$ cat config.mk
export PLATFORM = sky130hd
export DESIGN_NAME = ocu_top
export DESIGN_NICKNAME = d
export VERILOG_FILES = /design/src/rtl/ocu_pkg.sv /design/src/rtl/ocu_bus_port.sv /design/src/rtl/ocu_cmp_store.sv /design/src/rtl/ocu_match.sv /design/src/rtl/ocu_top.sv
export SDC_FILE = /design/constraint.sdc
export NUM_CORES = 1
export LEC_CHECK = 0
export ABC_CLOCK_PERIOD_IN_PS = 1530
export BUFFER_PORTS_ARGS = -buffer_cell sky130_fd_sc_hd__buf_2
export CAP_MARGIN = 20
export CORE_ASPECT_RATIO = 1.75
export CORE_MARGIN = 1.5
export CORE_UTILIZATION = 52
export DETAILED_ROUTE_END_ITERATION = 7
export PLACE_DENSITY = 0.88
export REMOVE_ABC_BUFFERS = 1
export SYNTH_ARGS = -nofsm -noshare
export SYNTH_HDL_FRONTEND = slang
export SYNTH_HIERARCHICAL = 1
export SYNTH_SLANG_ARGS = --single-unit
$ cat constraint.sdc
create_clock -name clk -period 1.53 [get_ports clk]
set_clock_uncertainty 0.15 [all_clocks]
set_input_delay 0.153 -clock clk [delete_from_list [all_inputs] [get_ports clk]]
set_output_delay 0.153 -clock clk [all_outputs]
set_load 0.005 [all_outputs]
$ cat src/rtl/ocu_pkg.sv
package ocu_pkg;
  localparam int ADDR_W = 2;
  typedef enum logic [ADDR_W-1:0] {
    SEL_LO   = 2'd0,
    SEL_HI   = 2'd1,
    SEL_FLAG = 2'd2,
    SEL_NONE = 2'd3
  } sel_e;
endpackage

$ cat src/rtl/ocu_bus_port.sv
module ocu_bus_port
  import ocu_pkg::*;
#(
  parameter int W  = 16,
  parameter int BW = 8
) (
  input  logic              clk,
  input  logic              rst,
  input  logic              we,
  input  logic [ADDR_W-1:0] addr,
  input  logic [BW-1:0]     wdata,
  output logic              commit,
  output logic [W-1:0]      commit_val,
  output logic              clr_req
);
  localparam int TW = W - BW;

  logic [TW-1:0] temp_q;

  always_ff @(posedge clk) begin
    if (rst) temp_q <= '0;
    else if (we && addr == SEL_HI) temp_q <= wdata[TW-1:0];
  end

  always_comb begin
    commit     = we && (addr == SEL_LO);
    commit_val = {temp_q, wdata};
    clr_req    = we && (addr == SEL_FLAG) && wdata[0];
  end
endmodule

$ cat src/rtl/ocu_cmp_store.sv
module ocu_cmp_store #(
  parameter int W = 16
) (
  input  logic         clk,
  input  logic         rst,
  input  logic         commit,
  input  logic [W-1:0] commit_val,
  input  logic         pwm_mode,
  input  logic         upd_stb,
  output logic [W-1:0] active
);
  logic [W-1:0] shadow_q;
  logic [W-1:0] active_q;

  always_ff @(posedge clk) begin
    if (rst) begin
      shadow_q <= '0;
      active_q <= '0;
    end else begin
      if (commit && pwm_mode) shadow_q <= commit_val;
      if (pwm_mode) begin
        if (upd_stb) active_q <= shadow_q;
      end else if (commit) begin
        active_q <= commit_val;
      end
    end
  end

  assign active = active_q;
endmodule

$ cat src/rtl/ocu_match.sv
module ocu_match #(
  parameter int W = 16
) (
  input  logic         clk,
  input  logic         rst,
  input  logic         tick,
  input  logic [W-1:0] count,
  input  logic [W-1:0] active,
  input  logic         irq_en,
  input  logic         ack,
  input  logic         clr_req,
  output logic         flag,
  output logic         irq,
  output logic         pulse
);
  logic hit;
  logic flag_d;
  logic flag_q, irq_q, pulse_q;

  always_comb begin
    hit = tick && (count == active);
    if (hit)                 flag_d = 1'b1;
    else if (ack || clr_req) flag_d = 1'b0;
    else                     flag_d = flag_q;
  end

  always_ff @(posedge clk) begin
    if (rst) begin
      flag_q  <= 1'b0;
      irq_q   <= 1'b0;
      pulse_q <= 1'b0;
    end else begin
      flag_q  <= flag_d;
      irq_q   <= flag_d && irq_en;
      pulse_q <= hit;
    end
  end

  assign flag  = flag_q;
  assign irq   = irq_q;
  assign pulse = pulse_q;
endmodule

$ cat src/rtl/ocu_top.sv
module ocu_top
  import ocu_pkg::*;
#(
  parameter int W  = 16,
  parameter int BW = 8
) (
  input  logic              clk,
  input  logic              rst,
  input  logic              tick,
  input  logic [W-1:0]      count,
  input  logic              pwm_mode,
  input  logic              upd_sel,
  input  logic              at_top,
  input  logic              at_bottom,
  input  logic              irq_en,
  input  logic              int_ack,
  input  logic              bus_we,
  input  logic [ADDR_W-1:0] bus_addr,
  input  logic [BW-1:0]     bus_wdata,
  output logic              match_flag,
  output logic              irq,
  output logic              match_pulse,
  output logic [W-1:0]      cmp_active
);
  logic         commit;
  logic [W-1:0] commit_val;
  logic         clr_req;
  logic         upd_stb;

  assign upd_stb = pwm_mode && (upd_sel ? at_bottom : at_top);

  ocu_bus_port #(.W(W), .BW(BW)) u_bus (
    .clk(clk), .rst(rst), .we(bus_we), .addr(bus_addr), .wdata(bus_wdata),
    .commit(commit), .commit_val(commit_val), .clr_req(clr_req)
  );

  ocu_cmp_store #(.W(W)) u_store (
    .clk(clk), .rst(rst), .commit(commit), .commit_val(commit_val),
    .pwm_mode(pwm_mode), .upd_stb(upd_stb), .active(cmp_active)
  );

  ocu_match #(.W(W)) u_match (
    .clk(clk), .rst(rst), .tick(tick), .count(count), .active(cmp_active),
    .irq_en(irq_en), .ack(int_ack), .clr_req(clr_req),
    .flag(match_flag), .irq(irq), .pulse(match_pulse)
  );
endmodule

### Word-level counts from Yosys, hierarchy flattened

Cells that the tools add are included.

* bits in registers: 43
* input bits: 36
* output and inout bits: 19
* logic and storage cells: 28

* equal/unequal tests: 4
* mux-type cells: 6
* reductions and logical operators: 12

Operators by type and width (number)
* two-way mux 16 bit: 3
* equality test 16 bit: 1
* logical AND 1 bit: 8
* two-way mux 1 bit: 3
* equality test 2 x 1 -> 1 bit (second input constant): 1
* equality test 2 bit (second input constant): 1
* zero test 2 bit: 1
* inequality test 2 x 1 -> 1 bit (second input constant): 1
* AND reduction 2 bit: 1
* nonzero test 2 bit: 1
* logical OR 1 bit: 1

### Longest topological paths before layout

* word-level depth: 7
* mapped depth: 6
* depth with buffers taken out: 5

### Cells and area by module

The synthesis kept the hierarchy.

Modules (own cells, without submodules)
* ocu_cmp_store: instances 1, cells an instance 142, area an instance 1373.8 um^2, sequential area each 640.6 um^2
* ocu_bus_port: instances 1, cells an instance 45, area an instance 442.9 um^2, sequential area each 160.2 um^2
* ocu_match: instances 1, cells an instance 37, area an instance 335.3 um^2, sequential area each 60.1 um^2
* ocu_top: instances 1, cells an instance 2, area an instance 16.3 um^2, sequential area each 0.0 um^2

### Worst setup path before layout

OpenSTA, ideal clock, no wires.

* path type: in2reg
* start: input bus_addr[1]
* end: register u_match.irq_q, in the netlist u_match/irq
* setup time: 0.075 ns
* arrival: 1.167 ns
* data required time: 1.305 ns
* path slack: 0.138 ns
* stages on the path: 3
* path buffers: 0
* path through: and4b_2 or4b_2 o22ai_1

* cells in the longest elaborated chain, start to end: 7

RTL lines
* start, declared: RTL line ocu_top.sv:18 `input logic [ADDR_W-1:0] bus_addr,`
* equality test 2 bit: RTL line ocu_bus_port.sv:28 `clr_req = we && (addr == SEL_FLAG) && wdata[0];`
* logical AND 1 bit (2 in series): RTL line ocu_bus_port.sv:28
* logical OR 1 bit: RTL line ocu_match.sv:23 `else if (ack || clr_req) flag_d = 1'b0;`
* two-way mux 1 bit: RTL line ocu_match.sv:23
* two-way mux 1 bit: RTL line ocu_match.sv:22 `if (hit) flag_d = 1'b1;`
* logical AND 1 bit: RTL line ocu_match.sv:34 `irq_q <= flag_d && irq_en;`
* end signal, assigned: RTL line ocu_match.sv:34
* end, declared: RTL line ocu_match.sv:18 `logic flag_q, irq_q, pulse_q;`

Every way passes these cells.
A chain may end at the register's enable or synchronous reset.

### Worst setup path in the final report

* start: register u_store.active_q[3], in the netlist u_store/active[3]
* end: register u_match.pulse_q, in the netlist u_match/pulse

* cells in the longest elaborated chain, start to end: 2

RTL lines
* start, declared: RTL line ocu_cmp_store.sv:13 `logic [W-1:0] active_q;`
* start signal, assigned: RTL line ocu_cmp_store.sv:22 `if (upd_stb) active_q <= shadow_q;`
* start signal, assigned: RTL line ocu_cmp_store.sv:24 `active_q <= commit_val;`
* equality test 16 bit: RTL line ocu_match.sv:21 `hit = tick && (count == active);`
* logical AND 1 bit: RTL line ocu_match.sv:21
* end signal, assigned: RTL line ocu_match.sv:35 `pulse_q <= hit;`
* end, declared: RTL line ocu_match.sv:18

Every way passes these cells.

==> summary.txt <==
Timing
  – Worst slew margin: 0.709
  – Final hold vios: 0
  – Slew Limit Fails: 0
  – Worst Tran Pin Value: 0.436 ns
  – RSZ-0062 raised after global routing: true
  – Max Fclk: 658 MHz
  – Fin crit share: 0.993
  – Min cycle time layout: 1.52 ns
  – Setup Viol. Count Final: 0
  – Setup ws final: 0.00999 ns

Critical path
  – Crit. End Element: flip-flop
  – CP required: 1.59 ns
  – Worst r2r path cells: 4
  – Startpoint types: flip-flop
  – Max FO, Critical Path: 3
  – Worst EP arrival: 1.58 ns
  – Type of the worst setup path: flip-flop to flip-flop

Cells and area
  – # nets final: 327
  – # fillers: 302
  – Syn-to-layout area delta: 26.9%
  – Final Instance Count excl. Fillers: 341
  – Most common cell after layout, fill and taps aside: buf_2
  – Layout cells sized above 1: 0.377
  – Most frequent cells in the layout: 54 x buf_2, 40 x dfxtp_1, 33 x nand2_1, 25 x mux2i_1

Floorplan
  – Die Area: 0.00458 sq mm
  – Initial Util: 0.550
  – Chip height: 88.4 microns
  – Num rows: 30
  – # IOs: 55
  – DIE WIDTH: 51.8 microns
  – Core Region: 0.00394 sq mm

Power
  – Sw Share: 0.261
  – PD cells: 920 mW/mm^2
  – Gate power share: 0.177
  – Power Internal: 1.87 mW
  – Peak VDD IR: 0.000924 V
  – Switching pwr: 0.662 mW
  – Sequential Power Share: 0.475
  – Leakage: 1.15 nW
  – Clock network fraction of total power: 0.348

Global routing
  – Overflow after GRT: 0
  – First-pass GRT wire length: 8320 microns
  – Largest net degree at the start of global routing: 42
  – Initial antenna violation count: 1
  – Vias in the first global route: 1817
  – Total GRT Usage: 0.245

Hold path
  – Hold Crit Depth: 3
  – Worst Hold Class: input pin to flip-flop

Yosys
  – EDFF count, synth: 0
  – Area share of the largest cell type after synthesis: 0.397
  – Largest family of logic cells by synthesized area: simple AND/OR/NAND/NOR gates
  – Synth Area in Simple Gates: 0.205
  – Synth area leaders: dfxtp_1 40%, mux2i_1 12%, a211oi_2 9.2%
  – Mux cell area share after synthesis: 0.122
  – Mean Syn Cell Area: 9.59 sq um
  – Synthesized area: 0.00217 sq mm
  – Post-synthesis xor/xnor area fraction: 0.0687
  – Post-Synth Adder-Cell Area: 0
  – Top_reg_cell synth: dfxtp_1
  – Flops & latches, synth: 43
  – Async SR Flop Fraction: 0
  – Yosys top cell by area: dfxtp_1
  – Synth Area in Compound Gates: 0.134
  – Synth Instances: 226
  – Register area share after synthesis: 0.397
  – Synth warn: 6
  – Distinct cells, synth: 34

Clock tree
  – Clk slew on worst S/H paths: 0.08 ns
  – Clock Latency Late Sink: 0.30 ns
  – Htree depth: 2
  – CTS Buffer Depth: 2
  – CTS tree: done
  – Total CTS buffers: 5
  – Root buffer cell: clkbuf_8
  – Sink Count: 43

Place
  – Inst Count DP: 322
  – DP HPWL: 3540 microns
  – Port Buffer Count: 54
  – Routability cong.: 0.790
  – DP Worst Slack: -0.0406 ns

Route
  – Wire per inst: 15.0 microns
  – Drt pass-1 iters: 4
  – WL final: 5120 microns
  – Drt via density: 5.39
  – Residual DRC: 0
  – Initial DRC Count: 52
  – Antenna-violating nets left: 0
  – Via count: 1837

Run status
  – Outcome: complete, no violations

Flow run
  – Max Cap Violations: 0
==> layout make-up <==
cell class / count / area [sq um] / share of cell area
Tap cell: 48 / 60.1 / 0.0218
Multi-Input combinational cell: 161 / 1200 / 0.436
Antenna cell: 1 / 2.50 / 0.000910
Clock inverter: 3 / 43.8 / 0.0159
Inverter: 1 / 3.75 / 0.00136
Clock buffer: 5 / 68.8 / 0.0250
Timing Repair Buffer: 79 / 505 / 0.184
Sequential cell: 43 / 867 / 0.315
==> cell families after synthesis <==
kind of cell,count (synthesis)
flip-flops,43
AND/OR/NAND/NOR,84
buffers and inverters,22
multiplexers,26
AO/OA/AOI/OAI,34
XOR/XNOR,17
==> power groups by stage <==
| stage | logic [mW] | clock network [mW] | registers, mW |
|---|---|---|---|
| final | 0.449 | 0.881 | 1.20 |
| after global routing | 0.481 | 0.952 | 1.21 |
| after CTS | 0.433 | 0.895 | 1.20 |
| after detailed placement | 0.405 | 0 | 1.22 |
| after global placement | 0.397 | 0 | 1.22 |
| after floorplan | 0.199 | 0 | 1.22 |
==> worst max-delay path: stages (launching register included) <==
cell      delay (ns)
dfxtp_1         0.34
xor2_1          0.21
nor4b_4         0.31
nand4_1         0.14
nor4bb_1        0.28
==> metal layers <==
metal  routed length, microns  vias to the layer above  GRT usage  share of wire
li1                         -                      890          -              -
met1                     1910                      869      0.266           0.37
met2                     2730                       64      0.432           0.53
met3                      287                       14     0.0473          0.056
met4                      194                        0      0.144          0.038
met5                        0                        -          0              0
==> through the flow <==
stage / total power [mW] / hold WS (ns) / utilization / cell area, sq um / setup TNS [ns]
2_1_floorplan: 1.42 / 0.0676 / - / 2020 / 0
3_3_place_gp: 1.62 / 0.267 / 0.630 / 2480 / -0.00378
3_5_place_dp: 1.63 / 0.275 / 0.630 / 2480 / -0.0734
4_1_cts: 2.53 / 0.0626 / 0.687 / 2710 / 0
5_1_grt: 2.64 / 0.0725 / 0.698 / 2750 / -0.0522
6_report: 2.53 / 0.0875 / 0.698 / 2750 / 0
==> flip-flops by register name (all words and copies together) (netlist names) <==
name	count
u_store/shadow_q	16
u_match/irq	1
u_store/active	16
u_match/pulse	1
u_match/flag	1
u_bus/temp_q	8
==> worst paths after layout <==
path                         from                    to  slack [ns]
max             u_store/active[3]         u_match/pulse        0.01
min                      count[8]         u_match/pulse        0.09
max reg2reg     u_store/active[3]         u_match/pulse        0.01
min reg2reg  u_store/shadow_q[13]  u_store/shadow_q[13]        0.31
==> synthesized netlist by cell type (all sizes together), types with 2 or more instances <==
master  count
nand2      33
buf        17
nand2b     16
nor2b       2
nor2       16
nand4       2
nand3       2
clkbuf      4
xor2       12
a21oi      16
a211oi     16
dfxtp      43
xnor2       5
nor4        3
mux2i      25
and2        2
==> timing repair <==
item / 4_1_cts / 5_1_grt
buffers inserted: 1 / 0
gates resized for setup: 3 / 8
endpoints found under the setup margin: 1 / 2
hold buffers: 9 / 0
pin swaps: 3 / 7
endpoints found under the hold margin: 15 / 0
Note: power is estimated with default switching activity, not from simulation.
